==> config.mk <==
export PLATFORM = sky130hd
export DESIGN_NAME = xbus_waitctl
export DESIGN_NICKNAME = d
export VERILOG_FILES = /design/src/rtl/xbus_pkg.sv /design/src/rtl/xbus_wait_ctr.sv /design/src/rtl/xbus_seq.sv /design/src/rtl/xbus_turnaround.sv /design/src/rtl/xbus_waitctl.sv
export SDC_FILE = /design/constraint.sdc
export NUM_CORES = 1
export LEC_CHECK = 0
export ABC_AREA = 1
export ABC_CLOCK_PERIOD_IN_PS = 1980
export BUFFER_PORTS_ARGS = -buffer_cell sky130_fd_sc_hd__buf_2
export CAP_MARGIN = 20
export CORE_UTILIZATION = 48
export DETAILED_ROUTE_END_ITERATION = 10
export GPL_ROUTABILITY_DRIVEN = 0
export PLACE_DENSITY_LB_ADDON = 0.12
export SKIP_LAST_GASP = 1
export SYNTH_ARGS = -nofsm -noshare
export SYNTH_HDL_FRONTEND = slang
export SYNTH_SLANG_ARGS = --single-unit
==> constraint.sdc <==
create_clock -name clk -period 1.98 [get_ports clk]
set_clock_uncertainty 0.2 [all_clocks]
set_input_delay 0.396 -clock clk [delete_from_list [all_inputs] [get_ports clk]]
set_output_delay 0.396 -clock clk [all_outputs]
set_load 0.01 [all_outputs]
==> src/rtl/xbus_pkg.sv <==
package xbus_pkg;
   typedef enum logic [1:0] {
      XB_IDLE    = 2'd0,
      XB_READ    = 2'd1,
      XB_WSETUP  = 2'd2,
      XB_WSTROBE = 2'd3
   } xb_state_t;
endpackage

==> src/rtl/xbus_wait_ctr.sv <==
module xbus_wait_ctr #(
   parameter int WAIT_W = 3
) (
   input  logic              clk,
   input  logic              rst_n,
   input  logic              cfg_we,
   input  logic [WAIT_W-1:0] cfg_wait,
   input  logic              load,
   input  logic              dec,
   output logic              zero
);
   logic [WAIT_W-1:0] sw_q;
   logic [WAIT_W-1:0] cnt_q;

   always_ff @(posedge clk or negedge rst_n) begin
      if (!rst_n) begin
         sw_q <= '0;
      end else if (cfg_we) begin
         sw_q <= cfg_wait;
      end
   end

   always_ff @(posedge clk or negedge rst_n) begin
      if (!rst_n) begin
         cnt_q <= '0;
      end else if (load) begin
         cnt_q <= sw_q;
      end else if (dec) begin
         cnt_q <= cnt_q - 1'b1;
      end
   end

   assign zero = (cnt_q == '0);
endmodule

==> src/rtl/xbus_seq.sv <==
module xbus_seq
   import xbus_pkg::*;
(
   input  logic      clk,
   input  logic      rst_n,
   input  logic      req_valid,
   input  logic      req_write,
   input  logic      ext_ready,
   input  logic      wait_zero,
   output xb_state_t state,
   output logic      accept,
   output logic      dec,
   output logic      finish,
   output logic      done
);
   xb_state_t st_q, st_d;
   logic      done_q;
   logic      in_access;

   always_comb begin
      in_access = (st_q == XB_READ) || (st_q == XB_WSTROBE);
      accept    = (st_q == XB_IDLE) && req_valid && !done_q;
      finish    = in_access && ext_ready && wait_zero;
      dec       = in_access && !wait_zero;
      st_d      = st_q;
      unique case (st_q)
         XB_IDLE:    if (accept) st_d = req_write ? XB_WSETUP : XB_READ;
         XB_WSETUP:  st_d = XB_WSTROBE;
         XB_READ,
         XB_WSTROBE: if (finish) st_d = XB_IDLE;
         default:    st_d = XB_IDLE;
      endcase
   end

   always_ff @(posedge clk or negedge rst_n) begin
      if (!rst_n) begin
         st_q   <= XB_IDLE;
         done_q <= 1'b0;
      end else begin
         st_q   <= st_d;
         done_q <= finish;
      end
   end

   assign state = st_q;
   assign done  = done_q;
endmodule

==> src/rtl/xbus_turnaround.sv <==
module xbus_turnaround
   import xbus_pkg::*;
(
   input  logic      clk,
   input  logic      rst_n,
   input  xb_state_t state,
   output logic      doe
);
   logic half_q;

   // Falling-edge flag: marks the second half of the write setup cycle.
   always_ff @(negedge clk or negedge rst_n) begin
      if (!rst_n) begin
         half_q <= 1'b0;
      end else begin
         half_q <= (state == XB_WSETUP);
      end
   end

   assign doe = ((state == XB_WSETUP) && half_q) || (state == XB_WSTROBE);
endmodule

==> src/rtl/xbus_waitctl.sv <==
module xbus_waitctl
   import xbus_pkg::*;
#(
   parameter int ADDR_W     = 16,
   parameter int DATA_W     = 16,
   parameter int WAIT_W     = 3,
   parameter bit RDATA_HOLD = 1'b1
) (
   input  logic              clk,
   input  logic              rst_n,
   input  logic              cfg_we,
   input  logic [WAIT_W-1:0] cfg_wait,
   input  logic              req_valid,
   input  logic              req_write,
   input  logic              req_global,
   input  logic [ADDR_W-1:0] req_addr,
   input  logic [DATA_W-1:0] req_wdata,
   output logic              rsp_done,
   output logic [DATA_W-1:0] rsp_rdata,
   output logic [ADDR_W-1:0] ext_addr,
   output logic [DATA_W-1:0] ext_dout,
   input  logic [DATA_W-1:0] ext_din,
   output logic              ext_doe,
   output logic              ext_rd,
   output logic              ext_wr,
   output logic              ext_breq,
   input  logic              ext_ready
);
   localparam int MAX_SW = (1 << WAIT_W) - 1;

   if (ADDR_W < 1 || DATA_W < 1) begin : g_bad_width
      $error("xbus_waitctl: ADDR_W and DATA_W must be at least 1");
   end
   if (WAIT_W < 1 || MAX_SW > 255) begin : g_bad_wait
      $error("xbus_waitctl: WAIT_W must lie in 1..8");
   end

   xb_state_t         state;
   logic              accept, dec, finish, wait_zero;
   logic [ADDR_W-1:0] addr_q;
   logic [DATA_W-1:0] wdata_q;
   logic              glob_q;

   xbus_seq u_seq (
      .clk       (clk),
      .rst_n     (rst_n),
      .req_valid (req_valid),
      .req_write (req_write),
      .ext_ready (ext_ready),
      .wait_zero (wait_zero),
      .state     (state),
      .accept    (accept),
      .dec       (dec),
      .finish    (finish),
      .done      (rsp_done)
   );

   xbus_wait_ctr #(.WAIT_W(WAIT_W)) u_wait (
      .clk      (clk),
      .rst_n    (rst_n),
      .cfg_we   (cfg_we),
      .cfg_wait (cfg_wait),
      .load     (accept),
      .dec      (dec),
      .zero     (wait_zero)
   );

   xbus_turnaround u_turn (
      .clk   (clk),
      .rst_n (rst_n),
      .state (state),
      .doe   (ext_doe)
   );

   always_ff @(posedge clk or negedge rst_n) begin
      if (!rst_n) begin
         addr_q  <= '0;
         wdata_q <= '0;
         glob_q  <= 1'b0;
      end else if (accept) begin
         addr_q  <= req_addr;
         wdata_q <= req_wdata;
         glob_q  <= req_global;
      end
   end

   if (RDATA_HOLD) begin : g_rd_hold
      logic [DATA_W-1:0] rd_q;
      always_ff @(posedge clk or negedge rst_n) begin
         if (!rst_n) begin
            rd_q <= '0;
         end else if (finish && state == XB_READ) begin
            rd_q <= ext_din;
         end
      end
      assign rsp_rdata = rd_q;
   end else begin : g_rd_pulse
      logic [DATA_W-1:0] rd_q;
      always_ff @(posedge clk or negedge rst_n) begin
         if (!rst_n) begin
            rd_q <= '0;
         end else begin
            rd_q <= (finish && state == XB_READ) ? ext_din : '0;
         end
      end
      assign rsp_rdata = rd_q;
   end

   assign ext_addr = addr_q;
   assign ext_dout = wdata_q;
   assign ext_rd   = (state == XB_READ);
   assign ext_wr   = (state == XB_WSTROBE);
   assign ext_breq = glob_q && (state != XB_IDLE);
endmodule

==> flow_metrics.env <==
export IMPL_die_h_um=78.14
export IMPL_power_frac_clock_pct=17.4
export IMPL_drv_slew=0
export IMPL_grt_use_total_pct=19.67
export IMPL_io_pins=111
export IMPL_vias_per_cell=4.602
export IMPL_clockBufferDepth=2
export IMPL_antenna_cells=0
export IMPL_relSlewSlack_pct=52.11
export IMPL_timing_rr_end="u_turn.half_q"
export IMPL_syn2layout_area_growth_pct=29.05
export IMPL_violations="negative setup slack"
export IMPL_cts_sinks=59
export IMPL_post_route_drc_count=0
export IMPL_p_leak_nw=2.188
export IMPL_wire_per_inst_um=11.56
export IMPL_cts_setup_buffers=0
export IMPL_die_area_mm2=0.006106
export IMPL_hp_class="in2async"
export IMPL_firstDrtPassIters=4
export IMPL_finalHoldViolCount=0
export IMPL_ys_seq_area_share_pct=53.06
export IMPL_p_int_mw=3.278
export IMPL_rr_worst_depth=2
export IMPL_yosys_top_cells_count="nand2_1, dfrtp_1, nand2_2"
export IMPL_path_depth=3
export IMPL_crit_type="reg2out"
export IMPL_synth_top_area_cell="dfrtp_1"
export IMPL_ctsHoldBuffers=0
export IMPL_htree_levels=3
export IMPL_grt_pass1_vias=2066
export IMPL_antenna_found_initial=0
export IMPL_post_place_ws_ns=-0.2283
export IMPL_setup_viol=1
export IMPL_critPathMaxFanout=1
export IMPL_swShare_pct=39.44
export IMPL_tns_ns=-0.5359
export IMPL_grt_overflow_total=0
export IMPL_power_density_mw_per_mm2=1507
export IMPL_ys_top_cells_by_area="dfrtp_1, nand2_4, nand2_1, nand2_2, nand3_1"
export IMPL_cts_resized=0
export IMPL_cts_tree="done"
export IMPL_postSynthAreaPerCell_um2=10.31
export IMPL_drt_iter0_drc=88
export IMPL_clkLatencyLatePin_ns=0.32
export IMPL_syn_area_mm2=0.002783
export IMPL_status="complete, but fails checks"
export IMPL_async_flop_share_pct=100.0
export IMPL_rows=27
export IMPL_tightest_slew_ns=0.7183
export IMPL_synth_seq_cells=59
export IMPL_cts_buffers=9
export IMPL_synth_nets=330
export IMPL_grt_max_degree=59
export IMPL_path_clk_slew_ns=0.06
export IMPL_finalWirelength_mm=5.398
export IMPL_design_core_area_mm2=0.005540
export IMPL_yosysTopAreaCellShare_pct=52.16
export IMPL_cts_root_buf="clkbuf_8"
export IMPL_fin_nets=450
export IMPL_synth_edf_count=0
export IMPL_rsz0062_at_grt="true"
export IMPL_end_kind="output pin"
export IMPL_netlist_instances=270
export IMPL_layout_setup_ws_ns=-0.5359
export IMPL_required_ns=1.38
export IMPL_start_util_pct=50.23
export IMPL_vias=2149
export IMPL_synth_warnings=0
export IMPL_synth_most_common_cell="nand2_1"
export IMPL_reg2reg_from="u_seq.state[1]"
export IMPL_slowest_delay_ns=0.38
export IMPL_grt_pass1_wl_mm=9.163
export IMPL_cap_violations=0
export IMPL_path_delay_family="flip-flops"
export IMPL_slowest_stage="dfrtn_1"
export IMPL_ys_flop_type="dfrtp_1"
export IMPL_path_cells="nor2_1 > nor2_2 > buf_2"
export IMPL_p_sw_mw=2.134
export IMPL_rrSetupSlack_ns=0.12
export IMPL_synth_cell_type_count=25
export IMPL_drive_gt1_share_pct=51.90
export IMPL_cp_arrival_ns=1.92
export IMPL_dieWidth_um=78.14
export IMPL_setup_worst_path_start_class="flop"
export IMPL_dp_hpwl_mm=3.925
export IMPL_worst_path_buf_inv=1
export IMPL_numPortBuffers=110
export IMPL_ant_nets=0
export IMPL_vdd_ir_drop_worst_v=0.0007406
export IMPL_p_comb_share_pct=45.3
export IMPL_seq_power_share_pct=37.3
export IMPL_fillerInstances=496
==> flip-flops by register name, summed over array words and instances, names as in the netlist <==
| register | flops |
|---|---|
| u_turn.half_q | 1 |
| rsp_rdata | 16 |
| u_seq.done | 1 |
| u_wait.sw_q | 3 |
| glob_q | 1 |
| u_wait.cnt_q | 3 |
| u_seq.state | 2 |
| ext_addr | 16 |
| ext_dout | 16 |
==> cell usage in the layout (no fill, tap or decap), types with 2 or more instances in the layout <==
cell and count:
buf_12 2, buf_2 110, buf_4 7, clkbuf_1 3
clkbuf_8 11, clkinv_2 3, dfrtp_1 58, ha_1 2
inv_1 11, mux2_2 3, nand2_1 81, nand2_2 31
nand2_4 30, nand3_1 25, nand3b_1 2, nor2_1 3
nor2_4 2
==> how the worst max path moves through the flow <==
stage	startpoint	endpoint	slack, ns
6_report	u_turn.half_q	ext_doe	-0.54
5_1_grt	u_turn.half_q	ext_doe	-0.61
4_1_cts	u_turn.half_q	ext_doe	-0.55
3_5_place_dp	u_turn.half_q	ext_doe	-0.23
3_3_place_gp	u_turn.half_q	ext_doe	-0.23
2_1_floorplan	u_turn.half_q	ext_doe	-0.15
==> cell type report <==
class                   count  area, um^2  area share, %
clock buffers              14       162.7          4.530
clock inverters             2       10.01         0.2787
inverters                  14       61.31          1.707
multi-input cells         187        1147          31.95
flip-flops and latches     59        1476          41.12
well taps                  72       90.09          2.509
repair buffers            119       643.1          17.91
==> per-layer routing <==
| layer | routed length, um | global-route usage [%] | vias up | part of all wire (%) |
|---|---|---|---|---|
| met5 | 0 | 0 | - | 0 |
| li1 | - | - | 1077 | - |
| met3 | 413 | 6.279 | 6 | 7.7 |
| met2 | 2496 | 31.58 | 82 | 46 |
| met1 | 2430 | 24.31 | 984 | 45 |
| met4 | 59 | 8.704 | 0 | 1.1 |
==> kinds of logic (layout without fill, tap and decap cells) <==
logic type	Yosys count	in the layout	share of synthesized area (%)
AND/OR/NAND/NOR	178	178	38.22
flip-flops	59	59	53.06
buffers and inverters	24	149	5.800
AO/OA/AOI/OAI	4	4	0.8089
multiplexers	3	3	1.214
adder cells (fa/ha/maj)	2	2	0.8991
==> power groups by stage <==
stage / sequential, mW / combinational, mW / clock (mW)
finish: 2.02 / 2.45 / 0.943
global route: 2.09 / 2.74 / 1.03
CTS: 2.02 / 2.51 / 0.980
detailed placement: 2.03 / 2.50 / 0
global placement: 2.02 / 2.45 / 0
floorplan: 2.29 / 1.39 / 0
==> per-stage QoR <==
stage / util, % / hold slack [ns] / cell area [um^2] / std cells / power (mW)
final: 64.81 / 0.06436 / 3591 / 467 / 5.413
after global placement: 61.70 / 0.2519 / 3418 / 451 / 4.471
after floorplan: - / -0.09959 / 2788 / 270 / 3.672
after detailed placement: 61.70 / 0.2546 / 3418 / 451 / 4.532
after CTS: 64.81 / 0.05843 / 3591 / 467 / 5.508
after global routing: 64.81 / 0.06363 / 3591 / 467 / 5.861
==> what timing repair did <==
item | in CTS | in global routing
setup endpoints to repair | 1 | 2
pin swaps | 1 | 0
endpoints found under the hold margin | 0 | 0
gates cloned | 0 | 0
Power figures use the tool's default switching activity.
